===== config.mk =====
export PLATFORM = sky130hd
export DESIGN_NAME = spi_baud_gen
export DESIGN_NICKNAME = d
export VERILOG_FILES = /design/src/rtl/spi_baud_gen.sv
export SDC_FILE = /design/constraint.sdc
export NUM_CORES = 1
export LEC_CHECK = 0
export BUFFER_PORTS_ARGS = -buffer_cell sky130_fd_sc_hd__buf_2
export CELL_PAD_IN_SITES_DETAIL_PLACEMENT = 2
export CELL_PAD_IN_SITES_GLOBAL_PLACEMENT = 2
export CORE_UTILIZATION = 36
export DETAILED_ROUTE_END_ITERATION = 12
export PLACE_DENSITY = 0.95
export REMOVE_ABC_BUFFERS = 1
export SLEW_MARGIN = 20
export SYNTH_ARGS = -nofsm -noshare
export SYNTH_HDL_FRONTEND = slang
export SYNTH_SLANG_ARGS = --single-unit

===== constraint.sdc =====
create_clock -name clk -period 8 [get_ports clk]
set_clock_uncertainty 0.05 [all_clocks]
set_input_delay 1.6 -clock clk [delete_from_list [all_inputs] [get_ports clk]]
set_output_delay 1.6 -clock clk [all_outputs]
set_load 0.01 [all_outputs]

===== src/rtl/spi_baud_gen.sv =====
module spi_baud_gen (
  input  logic       clk,
  input  logic       rst_n,
  input  logic       wr_en,
  input  logic [7:0] wr_data,
  output logic [7:0] rd_data,
  input  logic       xfer_active,
  output logic       lead_tick,
  output logic       trail_tick,
  output logic       abort
);
  localparam int FW = 3;
  localparam int HW = FW + 1 + (1 << FW) - 1;

  logic [FW-1:0] pre, pw;
  logic [HW-1:0] cnt, half;
  logic          phase;

  wire field_change = wr_en && (wr_data[6:4] != pre || wr_data[2:0] != pw);
  wire restart      = !xfer_active || (field_change && xfer_active);

  assign half    = (HW'(pre) + HW'(1)) << pw;
  assign rd_data = {1'b0, pre, 1'b0, pw};

  always_ff @(posedge clk) begin
    if (!rst_n) begin
      pre   <= '0;
      pw    <= '0;
      abort <= 1'b0;
    end else begin
      if (wr_en) begin
        pre <= wr_data[6:4];
        pw  <= wr_data[2:0];
      end
      abort <= field_change && xfer_active;
    end
  end

  always_ff @(posedge clk) begin
    if (!rst_n || restart) begin
      cnt        <= '0;
      phase      <= 1'b0;
      lead_tick  <= 1'b0;
      trail_tick <= 1'b0;
    end else if (cnt == half - HW'(1)) begin
      cnt        <= '0;
      phase      <= ~phase;
      lead_tick  <= ~phase;
      trail_tick <= phase;
    end else begin
      cnt        <= cnt + HW'(1);
      lead_tick  <= 1'b0;
      trail_tick <= 1'b0;
    end
  end
endmodule



# After elaboration in Yosys (flattened, before gate mapping)
# Index checks and enable logic that the tools add are counted.
[classes] addsub=3 mul=0 div=0 n_lt_le_gt_ge=0 n_eq_ne=3 n_shift=1 mux=0 bitwise=2 reduce_logical=9
[ops] op="$add 11x1->11 const B" n=1
[ops] op="$eq 11x11->1" n=1
[ops] op="$shl 4x3->11" n=1
[ops] op="$sub 11x1->11 const B" n=1
[ops] op="$ne 3x3->1" n=2
[ops] op="$add 3x1->4 const B" n=1
[ops] op="$reduce_or 2->1" n=2
[ops] op="$logic_or 1x1->1" n=3
[ops] op="$logic_and 1x1->1" n=2
[ops] op="$logic_not 1->1" n=2
[ops] op="$not 1->1" n=2
[word_totals] regBits=21 latch_bits=0 mem_bits_rw=0 mem_bits_ro=0 in_bits=12 output_inout_bits=11 mem_count=0

# Depth between registers and ports, before layout
[depth] word_depth=7 mapped_depth=12 mapped_depth_nobuf=12

# Least setup slack after synthesis
# Ideal clock, no wire load.
[synth_timing] kind="register to register" startpoint="register pre[0]" endpoint="register cnt[1]" setup_ps=115 arrival_ps=2941 t_required_ps=7835 setup_slack_ps=4894 path_stages_with_launch=12 n_path_buf=0 period_less_slack_ps=3106 path_cell_list="dfxtp_1 -> ha_1 -> nand2b_1 -> a21oi_1 -> nand2_1 -> ha_1 -> inv_1 -> a2111o_1 -> or4b_1 -> xnor2_1 -> or4b_1 -> and3_1"
[synth_via] elab_chain_len=7 elab_cells_between_ends=11 cone_classes="add/sub: 2; eq/ne: 2; shift: 1; reduce/logical: 6"
[synth_rtl] element="start: declaration" line_no="15" rtl="logic [FW-1:0] pre, pw;"
[synth_rtl] element="start signal: assignment" line_no="32" rtl="pre <= wr_data[6:4];"
[synth_rtl] element="branches (longest 6 deep; another with $sub 11x1->11)"
[synth_rtl] element="$reduce_or 2->1 (no source line) *"
[synth_rtl] element="end signal: assignment" line_no="51" rtl="cnt <= cnt + HW'(1);"
[synth_rtl] element="end: declaration" line_no="16" rtl="logic [HW-1:0] cnt, half;"
# Every way passes the cells marked *.
# A chain may end at the register's enable or synchronous reset.

# Final worst setup path
[layout_timing] startpoint="register pre[0]" endpoint="register cnt[9]"
# The elaborated chain is that of the path after synthesis.

==> run metrics <==
CP delay by family, top compound AO/OA/AOI/OAI gates; Top-Level Pins 23; Placed Cells between 200 and 300; Clock Path Buffers 2; WL/cell 18.9 µm; Async S/R FF share, synth 0%; clock transition at the registers of the reported paths 80 ps; H-tree depth 1; clock sinks 21; Worst Tran Pin Value 882 ps; compound-gate portion of the synthesized area a little under a fifth; Crit Path Class reg2reg; area of the core between 4000 and 5000 µm²; Critical Path AT ~4200 ps; cts repair resizes 0; Synth Warn # 0; largest family of logic cells by synthesized area simple AND/OR/NAND/NOR gates; outcome complete, no violations; CTS Root Buffer Type clkbuf_8; Leak Pwr 0.657 nW; crit-path cells ha_1, nand2b_1, a21oi_1, nand2_1, ha_1, inv_1, a2111o_1, or4b_1, xnor2_1, o311ai_0, o21ai_2, nor2_1; total grt overflow 0; worst path bufs/invs 1; hold buffers post-CTS 0; vias per cell 5.85; Gate Count Post-Synth 205; mux cell area share after synthesis roughly 4.2%; die height approximately 70 µm; post-DP HPWL between 3000 and 4000 µm; register area about 420 µm²; Post-Layout Cell Count roughly 270; final count of pins violating max slew 0; top_reg_cell synth dfxtp_1; Netlist Area Pre-Place 1650 µm²; antenna cells 0; synth cell count leaders dfxtp_1, nor2_1, xnor2_1, xor2_1, nor2b_1; Synth area leader dfxtp_1; row count 24; CTS tree built; DRT Pass-1 Iters 4; IO buf count 18; Die X 69.7 µm; layout cells sized above 1 12.5%; required time worst endpoint 8090 ps; largest net degree at the start of global routing 28; count leader, synth dfxtp_1; number of synthesized register bits 21; Hold/Removal Path Class reg2reg; Finished Cell Area around 1800 µm²; adder-cell share of the synthesized area under 10%; placed cell area about 1700 µm²; crit path launch type flip-flop; most numerous cell on the critical path ha_1; Seq/Total Area, Yosys 25.5%; Initial Utilization 37.6%; Max Cap Viol 0; post-CTS setup buffer count 0; Slew headroom between 40% and 50%; Final Hold Viols 0; antenna violations before repair 0; multi-input combinational cell area 1150 µm²; Synth top area share around a quarter; Synth Area in Simple Gates 28.3%; Fmax 241 MHz; Tcrit/Tclk final 51.8%; Max FO, Critical Path 15; GRT Total Usage 21.8%; Avg Inst Size Synth 8.05 µm²; Crit-path slowest cell dfxtp_1; Distinct cells, synth 52; Synth area leaders dfxtp_1, xnor2_1, xor2_1; GP Congestion 0.773; Post-synth EDFFs 0; Area growth syn-to-layout 8.79%; Die ar. 4860 µm²; post-synthesis xor/xnor area fraction 15.9%; Fill cells between 500 and 600; power per cell area 144 nW/µm²; Vias 1569; first-pass GRT wire length 8450 µm; Period minus WS final 4140 ps; NumNets Final 232; critical path's largest stage delay 670 ps; CTS Buf Count 3; Final setup violation count 0; final core utilization between 40% and 50%; DRC viols 0; RSZ-0062 raised after global routing false; worst-skew pair later-pin latency roughly 260 ps; First DRT Iteration DRCs 87; vias in the first global route approximately 1800; setup TNS 0 ps; final wirelength 5070 µm; Post-DRT Antenna Nets 0; VDD IR max 0.0000917 V; CP Capture Type flip-flop
==> where the power goes <==
group | internal (W) | switching (W)
Clock | 0.0000347 | 0.0000371
Combinational | 0.0000300 | 0.0000408
Sequential | 0.000107 | 0.00000970
==> final cells by class <==
| class | instances | area share [%] |
|---|---|---|
| clock buffer | 3 | 2.30 |
| sequential | 21 | 23.4 |
| inverter | 5 | 1.05 |
| clock inverter | 1 | 0.279 |
| timing repair buffer | 18 | 5.02 |
| multi-input combinational | 168 | 64.3 |
| tap | 52 | 3.62 |
==> routing by layer <==
layer	up-vias	global-route usage, %	wire (µm)	share of wire, %
li1	755	-	-	-
met1	773	24.7	2210	44
met2	29	40.3	2560	51
met3	12	3.78	171	3.4
met4	0	8.44	121	2.4
met5	-	0	0	0
==> per-stage QoR <==
stage / power (W) / hold WS [ps] / worst slack [ps]
detailed placement: 0.000188 / 415 / 3910
floorplan: 0.000165 / 372 / 4680
finish: 0.000259 / 424 / 3860
global route: 0.000274 / 448 / 3490
CTS: 0.000261 / 422 / 3860
global placement: 0.000183 / 401 / 4120
==> cells in the final DEF, fill, tap and decap left out, drive strengths merged, types with 2 or more instances in the layout <==
master	netlist	routed
nor2	20	20
conb	1	2
o21ai	4	4
nand3	9	9
a21oi	9	9
buf	8	18
nand3b	5	5
nand2b	7	7
or4b	2	2
nand2	9	9
nor3	7	7
a311oi	2	2
and4b	2	2
and3	3	3
dfxtp	21	21
mux2i	7	7
o2111ai	2	2
xnor2	16	16
a31oi	4	4
xor2	14	14
inv	5	5
nor2b	10	10
nand4	4	4
ha	3	3
a211oi	4	4
clkbuf	4	3
==> registers in the layout, summed over array words and instances, names as in the netlist <==
name and cells:
abort 1, phase 1, lead_tick 1, pre 3, pw 3, cnt 11
trail_tick 1
==> worst reg2reg max path, cell delays in order (launching register included) <==
cell,delay [ps]
dfxtp_1,670
ha_1,420
nand2b_1,210
a21oi_1,100
nand2_1,120
ha_1,200
inv_1,70
a2111o_1,430
or4b_1,560
xnor2_1,260
o311ai_0,340
o21ai_2,500
nor2_1,110
==> final timing paths <==
| path | start | endpoint | slack (ps) | depth (start not counted) |
|---|---|---|---|---|
| worst max-delay path | pre[0] | cnt[9] | 3860 | 12 |
| worst min-delay path | phase | lead_tick | 420 | 1 |
| worst max register to register | pre[0] | cnt[9] | 3860 | 12 |
| worst min register to register | phase | lead_tick | 420 | 1 |
==> cell families after synthesis <==
kind of cell | Yosys count
simple gates | 84
compound gates | 42
xor+xnor | 30
flops | 21
buf+inv | 17
mux | 7
fa+ha+maj | 3
other cells | 1
(Power assumes the default switching activity.)
